<file path="config.mk">
export PLATFORM = sky130hd
export DESIGN_NAME = wbrb_bridge
export DESIGN_NICKNAME = d
export VERILOG_FILES = /design/src/rtl/wbrb_pkg.sv /design/src/rtl/wbrb_ctrl.sv /design/src/rtl/wbrb_timer.sv /design/src/rtl/wbrb_datapath.sv /design/src/rtl/wbrb_bridge.sv
export SDC_FILE = /design/constraint.sdc
export NUM_CORES = 1
export LEC_CHECK = 0
export BUFFER_PORTS_ARGS = -buffer_cell sky130_fd_sc_hd__buf_2
export CAP_MARGIN = 40
export CORE_UTILIZATION = 30
export CTS_BUF_LIST = sky130_fd_sc_hd__clkbuf_4 sky130_fd_sc_hd__clkbuf_8
export CTS_CLUSTER_SIZE = 8
export DETAILED_ROUTE_END_ITERATION = 10
export GPL_ROUTABILITY_DRIVEN = 0
export PLACE_DENSITY = 0.71
export SYNTH_ARGS = -nofsm -noshare
export SYNTH_HDL_FRONTEND = slang
export SYNTH_SLANG_ARGS = --single-unit
</file>
<file path="constraint.sdc">
create_clock -name clk_i -period 1.76 [get_ports clk_i]
set_clock_uncertainty 0.15 [all_clocks]
set_input_delay 0.088 -clock clk_i [delete_from_list [all_inputs] [get_ports clk_i]]
set_output_delay 0.088 -clock clk_i [all_outputs]
set_load 0.02 [all_outputs]
</file>
<file path="src/rtl/wbrb_pkg.sv">
package wbrb_pkg;
   typedef enum logic [1:0] {
      ST_IDLE = 2'd0,
      ST_BUSY = 2'd1,
      ST_DONE = 2'd2
   } wbrb_state_e;
endpackage

</file>
<file path="src/rtl/wbrb_ctrl.sv">
module wbrb_ctrl
   import wbrb_pkg::*;
(
   input  logic clk_i,
   input  logic rst_i,
   input  logic cyc_i,
   input  logic stb_i,
   input  logic we_i,
   input  logic loc_wack,
   input  logic loc_rvalid,
   input  logic expired,
   output logic accept,
   output logic busy,
   output logic we_q,
   output logic fin_ok,
   output logic fin_tmo,
   output logic ack_o,
   output logic stall_o,
   output logic loc_wr,
   output logic loc_rd
);
   wbrb_state_e st;
   logic        resp;

   assign accept  = (st == ST_IDLE) && cyc_i && stb_i;
   assign busy    = (st == ST_BUSY);
   assign resp    = we_q ? loc_wack : loc_rvalid;
   assign fin_ok  = busy && resp;
   assign fin_tmo = busy && !resp && expired;

   always_ff @(posedge clk_i) begin
      if (rst_i) begin
         st   <= ST_IDLE;
         we_q <= 1'b0;
      end else begin
         case (st)
            ST_IDLE: if (accept) begin
               st   <= ST_BUSY;
               we_q <= we_i;
            end
            ST_BUSY: if (fin_ok || fin_tmo) st <= ST_DONE;
            ST_DONE: if (!cyc_i) st <= ST_IDLE;
            default: st <= ST_IDLE;
         endcase
      end
   end

   assign loc_wr  = busy && we_q;
   assign loc_rd  = busy && !we_q;
   assign stall_o = (st != ST_IDLE);
   assign ack_o   = (st == ST_DONE) && cyc_i;
endmodule

</file>
<file path="src/rtl/wbrb_timer.sv">
module wbrb_timer #(
   parameter int TMO_CYCLES = 8
) (
   input  logic clk_i,
   input  logic rst_i,
   input  logic busy,
   output logic expired
);
   localparam int CW = (TMO_CYCLES > 2) ? $clog2(TMO_CYCLES) : 1;
   localparam logic [CW-1:0] LAST = CW'(TMO_CYCLES - 1);

   logic [CW-1:0] cnt;

   always_ff @(posedge clk_i) begin
      if (rst_i || !busy)    cnt <= '0;
      else if (cnt != LAST)  cnt <= cnt + 1'b1;
   end

   assign expired = busy && (cnt == LAST);
endmodule

</file>
<file path="src/rtl/wbrb_datapath.sv">
module wbrb_datapath #(
   parameter int AW = 4,
   parameter int DW = 32
) (
   input  logic          clk_i,
   input  logic          rst_i,
   input  logic          accept,
   input  logic          we_q,
   input  logic          fin_ok,
   input  logic          fin_tmo,
   input  logic [AW-1:0] adr_i,
   input  logic [DW-1:0] dat_i,
   input  logic [DW-1:0] loc_rdata,
   output logic [AW-1:0] loc_addr,
   output logic [DW-1:0] loc_wdata,
   output logic [DW-1:0] dat_o,
   output logic          tmo_flag_o
);
   always_ff @(posedge clk_i) begin
      if (rst_i) begin
         loc_addr  <= '0;
         loc_wdata <= '0;
      end else if (accept) begin
         loc_addr  <= adr_i;
         loc_wdata <= dat_i;
      end
   end

   always_ff @(posedge clk_i) begin
      if (rst_i)                   dat_o <= '0;
      else if (fin_ok && !we_q)    dat_o <= loc_rdata;
      else if (fin_ok || fin_tmo)  dat_o <= '0;
   end

   always_ff @(posedge clk_i) begin
      if (rst_i)        tmo_flag_o <= 1'b0;
      else if (fin_tmo) tmo_flag_o <= 1'b1;
   end
endmodule

</file>
<file path="src/rtl/wbrb_bridge.sv">
module wbrb_bridge #(
   parameter int AW         = 4,
   parameter int DW         = 32,
   parameter int TMO_CYCLES = 8
) (
   input  logic          clk_i,
   input  logic          rst_i,
   input  logic          cyc_i,
   input  logic          stb_i,
   input  logic          we_i,
   input  logic [AW-1:0] adr_i,
   input  logic [DW-1:0] dat_i,
   output logic [DW-1:0] dat_o,
   output logic          ack_o,
   output logic          stall_o,
   output logic          tmo_flag_o,
   output logic [AW-1:0] loc_addr,
   output logic [DW-1:0] loc_wdata,
   output logic          loc_wr,
   output logic          loc_rd,
   input  logic [DW-1:0] loc_rdata,
   input  logic          loc_wack,
   input  logic          loc_rvalid
);
   generate
      if (AW < 1)         begin : g_bad_aw  $error("AW must be at least 1"); end
      if (DW < 1)         begin : g_bad_dw  $error("DW must be at least 1"); end
      if (TMO_CYCLES < 2) begin : g_bad_tmo $error("TMO_CYCLES must be at least 2"); end
   endgenerate

   logic accept, busy, we_q, fin_ok, fin_tmo, expired;

   wbrb_ctrl u_ctrl (
      .clk_i(clk_i), .rst_i(rst_i), .cyc_i(cyc_i), .stb_i(stb_i), .we_i(we_i),
      .loc_wack(loc_wack), .loc_rvalid(loc_rvalid), .expired(expired),
      .accept(accept), .busy(busy), .we_q(we_q), .fin_ok(fin_ok), .fin_tmo(fin_tmo),
      .ack_o(ack_o), .stall_o(stall_o), .loc_wr(loc_wr), .loc_rd(loc_rd)
   );

   wbrb_timer #(.TMO_CYCLES(TMO_CYCLES)) u_timer (
      .clk_i(clk_i), .rst_i(rst_i), .busy(busy), .expired(expired)
   );

   wbrb_datapath #(.AW(AW), .DW(DW)) u_dp (
      .clk_i(clk_i), .rst_i(rst_i), .accept(accept), .we_q(we_q),
      .fin_ok(fin_ok), .fin_tmo(fin_tmo), .adr_i(adr_i), .dat_i(dat_i),
      .loc_rdata(loc_rdata), .loc_addr(loc_addr), .loc_wdata(loc_wdata),
      .dat_o(dat_o), .tmo_flag_o(tmo_flag_o)
   );
endmodule

</file>
* After elaboration in Yosys (flattened, before gate mapping)
Cells that the tools add are included.
** Storage, ports and cells
- Bits of input ports :: 75
- Logic and storage cells :: 42
- Register bits :: 75
** Operators by class
- Mux-type cells :: 7
- Reduce and logical (&&, ||, !) cells :: 20
- Equal/unequal tests :: 7
- Add/sub/neg operators :: 1
** Operators by type and width (count)
- 2-to-1 mux 32 bit :: 2
- logical AND 1 bit :: 10
- 2-to-1 mux 2 bit :: 3
- inequality test 2 bit (second input constant) :: 3
- case mux 2 bit (3 select lines) :: 1
- nonzero test 2 bit :: 2
- adder 3 x 1 -> 3 bit (second input constant) :: 1
- equality test 3 bit (second input constant) :: 1
- zero test 1 bit :: 3
- inequality test 3 bit (second input constant) :: 1
- AND reduction 3 bit :: 1
- equality test 2 x 1 -> 1 bit (second input constant) :: 1
- equality test 2 bit (second input constant) :: 1
- zero test 2 bit :: 1
- logical OR 1 bit :: 2
- AND reduction 2 bit :: 1
- 2-to-1 mux 1 bit :: 1

* Depth between registers and ports, before layout
- Depth after elaboration :: 7
- Depth in mapped cells :: 7
- Gate-level depth less buffers :: 5

* Cells and area by module
A second synthesis with hierarchy kept.
** Second synthesis, totals
- Cells, all modules :: 296
- Area, all modules :: 3181.8 sq um
** Modules (own cells, without submodules)
- wbrb_datapath :: seq. area each 1381.3 sq um, instances 1, cells each 263, area each 2869.0 sq um
- wbrb_ctrl :: seq. area each 60.1 sq um, instances 1, cells each 20, area each 173.9 sq um
- wbrb_timer :: seq. area each 60.1 sq um, instances 1, cells each 13, area each 138.9 sq um

* Worst setup path after synthesis
Ideal clock, no wire load.
- Path kind :: reg-to-reg
- Start :: register u_timer.cnt[0]
- End :: register u_dp.dat_o[10]
- Data arrival time :: 1.576 ns
- Path slack :: -0.023 ns
- Period minus slack after synthesis :: 1.783 ns
- Data required time :: 1.552 ns
- Setup time :: 0.058 ns
- Cell stages (with the launch flop) :: 8
- Path buffers :: 2
- Path through :: dfxtp_1 > ha_1 > ha_1 > buf_2 > or2_2 > o22ai_4 > buf_6 > a22o_2
** Between the ends
- Longest elaborated chain between the ends :: 5
** RTL lines
- start: declaration :: RTL line wbrb_timer.sv:12 : logic [CW-1:0] cnt;
- start signal: assignment :: RTL line wbrb_timer.sv:16 : else if (cnt != LAST) cnt <= cnt + 1'b1;
- equality test 3 bit :: RTL line wbrb_timer.sv:19 : assign expired = busy && (cnt == LAST);
- logical AND 1 bit :: RTL line wbrb_timer.sv:19
- logical AND 1 bit :: RTL line wbrb_ctrl.sv:29 : assign fin_tmo = busy && !resp && expired;
- logical OR 1 bit :: RTL line wbrb_datapath.sv:32 : else if (fin_ok || fin_tmo) dat_o <= '0;
- nonzero test 2 bit (no line)
- end signal: assignment :: RTL line wbrb_datapath.sv:31 : else if (fin_ok && !we_q) dat_o <= loc_rdata;
- end: declaration :: RTL line wbrb_datapath.sv:16 : output logic [DW-1:0] dat_o,
Every way passes these cells.
A chain may end at the register's enable or synchronous reset.

* Final worst setup path
Ends and elaborated chain as after synthesis.

==> flow_summary_export.csv <==
group,metric,value,unit
drt,wl_met2,4050,um
drt,vias,2734,
timing,rsz0062_at_grt,"no",
floorplanning,die_h,96.5,um
timing,tightestPinTransition,0.464,ns
placement,hpwl,4850,um
clocking,cts_buffer_depth,2,
critical_path,cp-start-kind,"flip-flop",
grt,grt_overflow,0,
cells_and_area,layout-drive-gt1-share,42.8,%
power_and_ir_drop,power-per-cell-area,869,mW/mm^2
drt,wire_per_inst,13.2,um
grt,grt_pass1_vias,2465,
cells_and_area,fin_util,51.6,%
yosys,avgSynthCellArea,10.0,sq um
critical_path,crit_type,"flip-flop to flip-flop",
power_and_ir_drop,power_switching,1.01,mW
yosys,yosysUniqueCellTypes,28,
cells_and_area,final_area,0.00447,sq mm
drt,wl_met3,477,um
drt,dr.pass1.iters,4,
yosys,ys_ff_latch,75,
run,drv_cap,0,
drt,met1Wirelength,3120,um
floorplanning,start_util,30.9,%
placement,port-buffer-count,147,
floorplanning,dieArea,0.00932,sq mm
timing,maxSlewHeadroom,69.1,%
timing,fin_crit,1.68,ns
power_and_ir_drop,p_clk_share,38.1,%
critical_path,cpMostUsedCell,"ha_1",
drt,wl,7890,um
hold_path,worstHoldStart,"loc_wack",
power_and_ir_drop,p_int,2.88,mW
timing,setup_slack,0.0839,ns
timing,setup_viol,0,
cells_and_area,nNetsFinal,563,
grt,antenna_found_initial,0,
yosys,synth_seq_area_share,56.0,%
clocking,clk_pin_slew,0.08,ns
power_and_ir_drop,seq_power_share,46.4,%
clocking,postCtsSetupBuffers,0,
critical_path,r2r_start,"u_timer.cnt[0]",
critical_path,crit_fanout,18,
yosys,yosys_warnings,0,
power_and_ir_drop,swShare,25.9,%
timing,maxSlewViolCount,0,
clocking,cts_tree,"yes",
grt,track_usage,16.1,%
critical_path,crit_start,"u_timer.cnt[0]",
cells_and_area,final_cell_mix,"buf_2, nand2_1, dfxtp_1",
critical_path,slowest_delay,0.33,ns
floorplanning,core,0.00868,sq mm
cells_and_area,layout-area-overhead-vs-synth,66.9,%
floorplanning,rows,34,
grt,grt_pass1_wl,11300,um
timing,max_freq,597,MHz
cells_and_area,layout_commonest_cell,"buf_2",
clocking,insertion_delay,0.34,ns
drt,postRouteAntennaNets,0,
clocking,h-tree-depth,3,
placement,place_ws,0.0767,ns
critical_path,cp.required,1.89,ns
power_and_ir_drop,leakagePower,2.11,nW
critical_path,end_kind,"flip-flop",
timing,hold_viol_final,0,
yosys,syn-num-nets,345,
floorplanning,num_io_pins,148,
outcome,status,"finished, final reports clean",
critical_path,crit_slowest_cell,"dfxtp_2",
drt,drcViolationCount,0,
floorplanning,die_w,96.5,um
power_and_ir_drop,ir_drop,0.444,mV
drt,maxUsedRoutingLayer,"met4",
timing,finalSetupTns,0,ns
cells_and_area,n_antenna_cell,0,
drt,viasPerCell,4.56,
placement,dpl_cell_area,0.00354,sq mm
yosys,synth_area,0.00268,sq mm
yosys,syn_inst,268,
critical_path,crit_chain,"ha_1, ha_1, or2_4, o22ai_4, buf_12, a22o_2",
drt,drt_iter0_drc,59,
critical_path,cp.arrival,1.81,ns
grt,grt_max_degree,44,
power_and_ir_drop,comb_power_share,15.5,%
hold_path,worst_hold_path_type,"input port to flip-flop",
clocking,cts_made_buffers,9,
clocking,clock_sinks,75,
timing,fin_crit_sh,95.2,%
clocking,root_buffer,"clkbuf_8",
kinds of logic after synthesis:
group | Yosys count | synth area share (%)
AND/OR/NAND/NOR | 94 | 16.1
buffers and inverters | 21 | 5.37
adder cells (fa/ha/maj) | 2 | 0.933
flip-flops | 75 | 56.0
AO/OA/AOI/OAI | 72 | 20.0
multiplexers | 3 | 1.31
XOR/XNOR | 1 | 0.327
per-stage QoR:
stage	std cells	hold WS (ns)	power (mW)
after detailed placement	512	0.151	2.32
after floorplan	268	0.0635	2.12
after global placement	512	0.152	2.31
after global routing	599	0.0787	4.09
final	599	0.0802	3.89
after CTS	599	0.0559	3.95
critical path, delay by kind of cell, from the launching register on:
family / cells / cell delay [ns]
AOI/OAI and AO/OA: 2 / 0.32
adders and majority gates: 2 / 0.38
DFF: 1 / 0.33
buffers and inverters: 1 / 0.18
and+or+nand+nor: 1 / 0.26
power groups by stage:
stage	sequential (mW)	clock, mW	combinational, mW
finish	1.81	1.48	0.603
global route	1.82	1.62	0.652
CTS	1.80	1.55	0.598
detailed placement	1.84	0	0.476
global placement	1.84	0	0.469
floorplan	1.93	0	0.190
repair_timing:
action	in CTS	in global routing
resized for setup	0	1
setup endpoints to repair	0	17
hold buffers	71	0
endpoints found under the hold margin	70	0
final timing paths:
path	endpoint	slack (ns)	cells after the start
worst max-delay path	u_dp.dat_o[10]	0.08	6
worst min-delay path	u_ctrl.st[0]	0.08	4
worst max register to register	u_dp.dat_o[10]	0.08	6
worst min register to register	u_dp.loc_wdata[11]	0.31	2
registers in the layout (all words and copies together) (netlist names):
| signal | flops |
|---|---|
| u_timer.cnt | 3 |
| u_dp.loc_wdata | 32 |
| u_dp.loc_addr | 4 |
| u_ctrl.st | 2 |
| u_dp.tmo_flag_o | 1 |
| u_ctrl.we_q | 1 |
| u_dp.dat_o | 32 |
synth_stat cells:
library cell | count | area (sq um)
dfxtp_1 | 75 | 1500
nand2_1 | 75 | 282
a21oi_1 | 37 | 185
a22o_2 | 26 | 260
buf_2 | 7 | 35.0
nor3_1 | 7 | 35.0
a22o_1 | 6 | 52.6
buf_6 | 6 | 67.6
clkbuf_1 | 4 | 15.0
buf_4 | 3 | 22.5
ha_1 | 2 | 25.0
mux2i_1 | 2 | 20.0
nor2_1 | 2 | 7.51
or2_2 | 2 | 12.5
and2_1 | 1 | 6.26
and2b_2 | 1 | 8.76
and3b_2 | 1 | 10.0
and4bb_2 | 1 | 12.5
inv_1 | 1 | 3.75
mux2_4 | 1 | 15.0
nand2b_4 | 1 | 13.8
nand4bb_1 | 1 | 11.3
nor4b_4 | 1 | 23.8
o21ba_2 | 1 | 10.0
o22a_1 | 1 | 8.76
o22ai_4 | 1 | 20.0
or2b_1 | 1 | 7.51
xor2_1 | 1 | 8.76
layout make-up:
type	count	area (sq um)
Fill cell	777	4200
Multi-Input combinational cell	172	1040
Inverter	1	3.75
Clock inverter	7	101
Clock buffer	9	124
Sequential cell	75	1500
Tap cell	108	135
Timing Repair Buffer	227	1560
per-layer routing:
| layer | up-vias | track usage [%] |
|---|---|---|
| met2 | 89 | 29.2 |
| met4 | 0 | 9.44 |
| met3 | 21 | 4.07 |
| met5 | - | 0 |
| li1 | 1355 | - |
| met1 | 1269 | 16.6 |
No activity file was read; power rests on OpenSTA's default activity.
